--- src/rtl/pps_pkg.sv ---
package pps_pkg;
  localparam int unsigned NUM_DLY = 4;
  localparam int unsigned NUM_LINES = 5;

  typedef enum logic [2:0] {
    ST_IDLE  = 3'd0,
    ST_START = 3'd1,
    ST_PANEL = 3'd2,
    ST_IFACE = 3'd3,
    ST_BLVDD = 3'd4,
    ST_PWM   = 3'd5,
    ST_BLEN  = 3'd6,
    ST_DONE  = 3'd7
  } stage_t;

  // Converts a millisecond count to microsecond ticks.
  function automatic int unsigned ms_to_ticks(int unsigned ms, int unsigned per_ms);
    return ms * per_ms;
  endfunction

  // Stages that take part in the sequence and can advance.
  function automatic logic is_active(stage_t s);
    return (s != ST_IDLE) && (s != ST_DONE);
  endfunction
endpackage

--- src/rtl/pps_delay_timer.sv ---
module pps_delay_timer #(
  parameter int unsigned CW = 18
) (
  input  logic          clk,
  input  logic          rst,
  input  logic          load_i,
  input  logic [CW-1:0] load_val_i,
  input  logic          tick_i,
  output logic          zero_o
);
  logic [CW-1:0] cnt_q;

  always_ff @(posedge clk) begin
    if (rst)
      cnt_q <= '0;
    else if (load_i)
      cnt_q <= load_val_i;
    else if (tick_i && (cnt_q != '0))
      cnt_q <= cnt_q - 1'b1;
  end

  assign zero_o = (cnt_q == '0);
endmodule

--- src/rtl/pps_stage_ctrl.sv ---
module pps_stage_ctrl
  import pps_pkg::*;
#(
  parameter int unsigned MS_W = 8,
  parameter int unsigned TICKS_PER_MS = 1000,
  parameter int unsigned CW = 18
) (
  input  logic                    clk,
  input  logic                    rst,
  input  logic                    start_i,
  input  logic                    go_i,
  input  logic                    tmr_zero_i,
  input  logic [NUM_DLY*MS_W-1:0] delay_ms_i,
  output logic                    adv_o,
  output stage_t                  nxt_o,
  output logic                    load_o,
  output logic [CW-1:0]           load_val_o,
  output logic                    busy_o,
  output logic                    done_o
);
  stage_t stage_q;
  logic [MS_W-1:0] dly_ms [NUM_DLY];
  logic [MS_W-1:0] sel_ms;

  for (genvar k = 0; k < NUM_DLY; k++) begin : g_unpack
    assign dly_ms[k] = delay_ms_i[MS_W*k +: MS_W];
  end

  assign nxt_o = stage_t'(stage_q + 3'd1);

  // The start stage leaves with no wait; later stages wait on the deadline.
  always_comb begin
    adv_o = 1'b0;
    if (stage_q == ST_START)
      adv_o = go_i;
    else if (is_active(stage_q))
      adv_o = go_i && tmr_zero_i;
  end

  // The delay that follows the step being entered.
  always_comb begin
    sel_ms = '0;
    case (nxt_o)
      ST_PANEL: sel_ms = dly_ms[0];
      ST_IFACE: sel_ms = dly_ms[1];
      ST_BLVDD: sel_ms = dly_ms[2];
      ST_PWM:   sel_ms = dly_ms[3];
      default:  sel_ms = '0;
    endcase
  end

  assign load_o = adv_o;
  assign load_val_o = CW'(ms_to_ticks(32'(sel_ms), TICKS_PER_MS));

  always_ff @(posedge clk) begin
    if (rst)
      stage_q <= ST_IDLE;
    else if ((stage_q == ST_IDLE) && start_i)
      stage_q <= ST_START;
    else if (adv_o)
      stage_q <= nxt_o;
  end

  assign busy_o = is_active(stage_q);
  assign done_o = (stage_q == ST_DONE);
endmodule

--- src/rtl/pps_out_lines.sv ---
module pps_out_lines
  import pps_pkg::*;
#(
  parameter int unsigned DUTY_W = 8,
  parameter logic [DUTY_W-1:0] PWM_DUTY = 8'hDF
) (
  input  logic                 clk,
  input  logic                 rst,
  input  logic                 adv_i,
  input  stage_t               nxt_i,
  input  logic [3:0]           present_i,
  output logic [NUM_LINES-1:0] line_o,
  output logic [DUTY_W-1:0]    duty_o
);
  // Line order: panel supply, interface, backlight supply, PWM, backlight enable.
  logic [NUM_LINES-1:0] mask;
  assign mask = {present_i[3], 1'b1, present_i[2:0]};

  for (genvar i = 0; i < NUM_LINES; i++) begin : g_line
    logic q;
    always_ff @(posedge clk) begin
      if (rst)
        q <= 1'b0;
      else if (adv_i && (nxt_i == stage_t'(32'(ST_PANEL) + i)) && mask[i])
        q <= 1'b1;
    end
    assign line_o[i] = q;
  end

  assign duty_o = line_o[3] ? PWM_DUTY : '0;
endmodule

--- src/rtl/panel_pwr_seq.sv ---
module panel_pwr_seq
  import pps_pkg::*;
#(
  parameter int unsigned MS_W = 8,
  parameter int unsigned TICKS_PER_MS = 1000,
  parameter int unsigned DUTY_W = 8,
  parameter logic [DUTY_W-1:0] PWM_DUTY = 8'hDF
) (
  input  logic                    clk,
  input  logic                    rst,
  input  logic                    start_i,
  input  logic                    run_mode_i,
  input  logic                    poll_i,
  input  logic                    us_tick_i,
  input  logic [3:0]              present_i,
  input  logic [NUM_DLY*MS_W-1:0] delay_ms_i,
  output logic                    panel_vdd_o,
  output logic                    iface_en_o,
  output logic                    bl_vdd_o,
  output logic                    pwm_en_o,
  output logic [DUTY_W-1:0]       pwm_duty_o,
  output logic                    bl_en_o,
  output logic                    busy_o,
  output logic                    done_o
);
  localparam int unsigned MAX_TICKS = ((1 << MS_W) - 1) * TICKS_PER_MS;
  localparam int unsigned CW = $clog2(MAX_TICKS + 1);

  logic go, adv, tmr_zero, tmr_load;
  logic [CW-1:0] tmr_val;
  stage_t nxt;
  logic [NUM_LINES-1:0] lines;

  assign go = run_mode_i || poll_i;

  pps_stage_ctrl #(.MS_W(MS_W), .TICKS_PER_MS(TICKS_PER_MS), .CW(CW)) u_ctrl (
    .clk(clk), .rst(rst), .start_i(start_i), .go_i(go),
    .tmr_zero_i(tmr_zero), .delay_ms_i(delay_ms_i),
    .adv_o(adv), .nxt_o(nxt), .load_o(tmr_load), .load_val_o(tmr_val),
    .busy_o(busy_o), .done_o(done_o)
  );

  pps_delay_timer #(.CW(CW)) u_tmr (
    .clk(clk), .rst(rst), .load_i(tmr_load), .load_val_i(tmr_val),
    .tick_i(us_tick_i), .zero_o(tmr_zero)
  );

  pps_out_lines #(.DUTY_W(DUTY_W), .PWM_DUTY(PWM_DUTY)) u_out (
    .clk(clk), .rst(rst), .adv_i(adv), .nxt_i(nxt), .present_i(present_i),
    .line_o(lines), .duty_o(pwm_duty_o)
  );

  assign panel_vdd_o = lines[0];
  assign iface_en_o  = lines[1];
  assign bl_vdd_o    = lines[2];
  assign pwm_en_o    = lines[3];
  assign bl_en_o     = lines[4];
endmodule

--- config.mk ---
export PLATFORM = sky130hd
export DESIGN_NAME = panel_pwr_seq
export DESIGN_NICKNAME = d
export VERILOG_FILES = /design/src/rtl/pps_pkg.sv /design/src/rtl/pps_delay_timer.sv /design/src/rtl/pps_stage_ctrl.sv /design/src/rtl/pps_out_lines.sv /design/src/rtl/panel_pwr_seq.sv
export SDC_FILE = /design/constraint.sdc
export NUM_CORES = 1
export LEC_CHECK = 0
export ABC_AREA = 1
export ABC_CLOCK_PERIOD_IN_PS = 12520
export CAP_MARGIN = 20
export CORE_AREA = 4 4 115 117
export CTS_CLUSTER_DIAMETER = 40
export CTS_CLUSTER_SIZE = 8
export DETAILED_ROUTE_END_ITERATION = 6
export DIE_AREA = 0 0 119 121
export GPL_ROUTABILITY_DRIVEN = 0
export MAX_ROUTING_LAYER = met4
export SETUP_SLACK_MARGIN = 0.2
export SLEW_MARGIN = 10
export SYNTH_ARGS = -nofsm -noshare
export SYNTH_HDL_FRONTEND = slang
export SYNTH_SLANG_ARGS = --single-unit
--- constraint.sdc ---
create_clock -name clk -period 12.52 [get_ports clk]
set_clock_uncertainty 0.05 [all_clocks]
set_input_delay 3.756 -clock clk [delete_from_list [all_inputs] [get_ports clk]]
set_output_delay 3.756 -clock clk [all_outputs]
set_load 0.03 [all_outputs]
==> out/metrics.yaml <==
sta:
  post-route-min-period_ns: 8.13
  slew-limit-headroom: 0.476
  fin_setup_tns_ns: 0
  tightest_slew_ns: 0.784
  hold_violations: 0
  slew_viol_final: 0
  setup_viol: 0
  fin_ws_ns: 4.39
  fmax_mhz: 123
  rsz0062_at_grt: "no"
  fin_crit_sh: 0.649
  holdWs_ns: 0.397
flow_run:
  maxCapViolCount: 0
critical_path:
  required_ns: 12.59
  endpoint_kind: "flip-flop"
  critical_path.top_delay_family: "adder cells"
  worstSetupStartpointType: "input port"
  critPathMaxFanout: 6
  cp_cell_sequence: "clkdlybuf4s50_1 > inv_1 > o2111ai_1 > ha_1 > ha_1 > xor2_1 > ha_1 > inv_1 > fa_1 > fa_1 > inv_1 > ha_1 > or2_2 > nand2_1 > xor2_1 > nand3_1 > nand2_1 > a21oi_1"
  critPathMaxStageDelay_ns: 0.51
  path_class: "input port to flip-flop"
  crit_buf_inv: 4
  crit_top_cell: "ha_1"
  crit_path_top_delay_cell: "fa_1"
  arrival_ns: 8.20
cts:
  cts_tree: "yes"
  cts_hold_buffers: 0
  clock_sinks: 26
  h-tree-depth: 1
  clock_path_buffers: 2
  postCtsSetupRepairBufs: 0
  ctsResizeCount: 0
  cts-root-buf: "clkbuf_16"
  clk_pin_slew_ns: 0.07
  clk_latency_ns: 0.26
  numCtsBuffers: 3
global_route:
  antenna_found_initial: 0
  grt_overflow: 0
  grt_start_max_net_pins: 39
  grt_pass1_wl_um: 16000
  track_usage: 0.134
  grt_pass1_vias: 3484
logic_synthesis:
  syn_inst: 586
  yosysMostFrequentCell: "nand2_1"
  syn_area_um2: 3710
  synth.avg_cell_area_um2: 6.34
  synth_top_area_frac: 0.163
  synth_nets: 694
  synth_flop_cell: "dfxtp_1"
  synth_area_leaders: "nand2_1 16%, ha_1 16%, dfxtp_1 14%"
  synthDistinctLibCells: 33
  seq_area_frac_synth: 0.140
  postSynth.asyncResetShare: 0
  ys_ff_latch: 26
  yosysTopAreaCell: "nand2_1"
  synth_enable_flop_cells: 0
  yosysWarnings: 0
  synth_common_cells: "161 x nand2_1, 97 x inv_1, 78 x nand3_1"
layout:
  utilization: 0.358
  finalNetCount: 731
  final_area_um2: 4430
  diodes: 0
  stdcell_count: 794
  drive_above_1_share: 0.0322
  fillCellCount: 1320
  syn_to_final_growth_pct: 19.2
die:
  coreArea_um2: 12400
  start_util: 0.300
  die_h_um: 121
  die_area_um2: 14400
  ios: 57
  fp.dieW_um: 119
  num_rows: 41
power:
  p_comb_frac: 0.758
  clockPowerShare: 0.087
  vdd_drop_max_uv: 79.8
  total_power_mw: 0.908
  switching_share: 0.542
  netSwitchingPower_mw: 0.492
  powerDensity_nw_per_um2: 205
  power.static_leakage_nw: 2.35
  p_int_mw: 0.416
  p_seq_frac: 0.155
drt:
  firstDrtPassIters: 4
  postRouteWirelength_um: 9080
  detail-route-antenna-nets: 0
  drc_errors: 0
  wl_per_cell_um: 11.4
  vias_per_cell: 4.52
  drt-initial-drc-count: 212
  vias: 3589
placement:
  dp_hpwl_um: 7700
  dp.cells: 790
  pre_cts_slack_ns: 4.07
  port_buffers: 55
  placed_area_um2: 4340
status:
  outcome: "finished clean"
worst_hold_path:
  hp-class: "flip-flop to flip-flop"
==> power groups by stage <==
stage	registers, mW	clock network (mW)	logic, mW
after floorplan	0.133	0	0.547
after global placement	0.141	0	0.678
after detailed placement	0.142	0	0.686
after CTS	0.140	0.0807	0.694
after global routing	0.145	0.0842	0.794
final	0.140	0.0791	0.689
==> cell usage in the layout, fill, tap and decap left out, drive strengths merged, types with 6 or more instances in the layout <==
master / netlist / routed
nand3: 78 / 78
dfxtp: 26 / 26
ha: 46 / 46
xor2: 6 / 6
nand2: 166 / 166
inv: 98 / 98
nand3b: 6 / 6
nor2: 70 / 70
a21oi: 26 / 26
clkdlybuf4s50: 0 / 55
fa: 20 / 20
==> tightest hold or removal path, cell delays in order, from the launching register on <==
cell     delay [ns]
dfxtp_1        0.31
inv_1          0.04
a21oi_1        0.05
==> sequential cells by signal (all words and copies together) (netlist names) <==
signal and flops:
u_ctrl.stage_q 3, u_tmr.cnt_q 18, u_out.g_line.q 5
==> kinds of logic after synthesis <==
| family | Yosys count | share of synthesized area |
|---|---|---|
| other | 1 | 0.00101 |
| AO/OA/AOI/OAI | 35 | 0.0539 |
| adder cells (fa/ha/maj) | 66 | 0.263 |
| flip-flops | 26 | 0.140 |
| AND/OR/NAND/NOR | 329 | 0.386 |
| XOR/XNOR | 8 | 0.0189 |
| buffers and inverters | 121 | 0.137 |
==> metal layers <==
metal | GRT usage | share of wire | vias up | routed length (um)
met1 | 0.160 | 0.46 | 1640 | 4170
met3 | 0.0107 | 0.024 | 9 | 220
met5 | - | 0 | - | 0
met4 | 0.0167 | 0.0092 | 0 | 84
li1 | - | - | 1887 | -
met2 | 0.251 | 0.51 | 53 | 4610
==> layout make-up <==
class / count / area, um2 / share of cell area
timing repair buffer: 55 / 551 / 0.124
multi-input combinational: 439 / 2680 / 0.606
sequential: 26 / 520 / 0.118
clock buffer: 4 / 88.8 / 0.0201
inverter: 98 / 368 / 0.0831
tap: 172 / 215 / 0.0486
==> path summary, 6_finish.rpt <==
check                         start           endpoint  slack (ns)  cells after the start
hold reg to reg   u_out.g_line[4].q  u_out.g_line[4].q        0.40                      2
setup reg to reg  u_ctrl.stage_q[0]    u_tmr.cnt_q[10]        6.63                     22
hold / removal    u_out.g_line[4].q  u_out.g_line[4].q        0.40                      2
setup / recovery      delay_ms_i[0]    u_tmr.cnt_q[10]        4.39                     18
(Power assumes the default switching activity.)
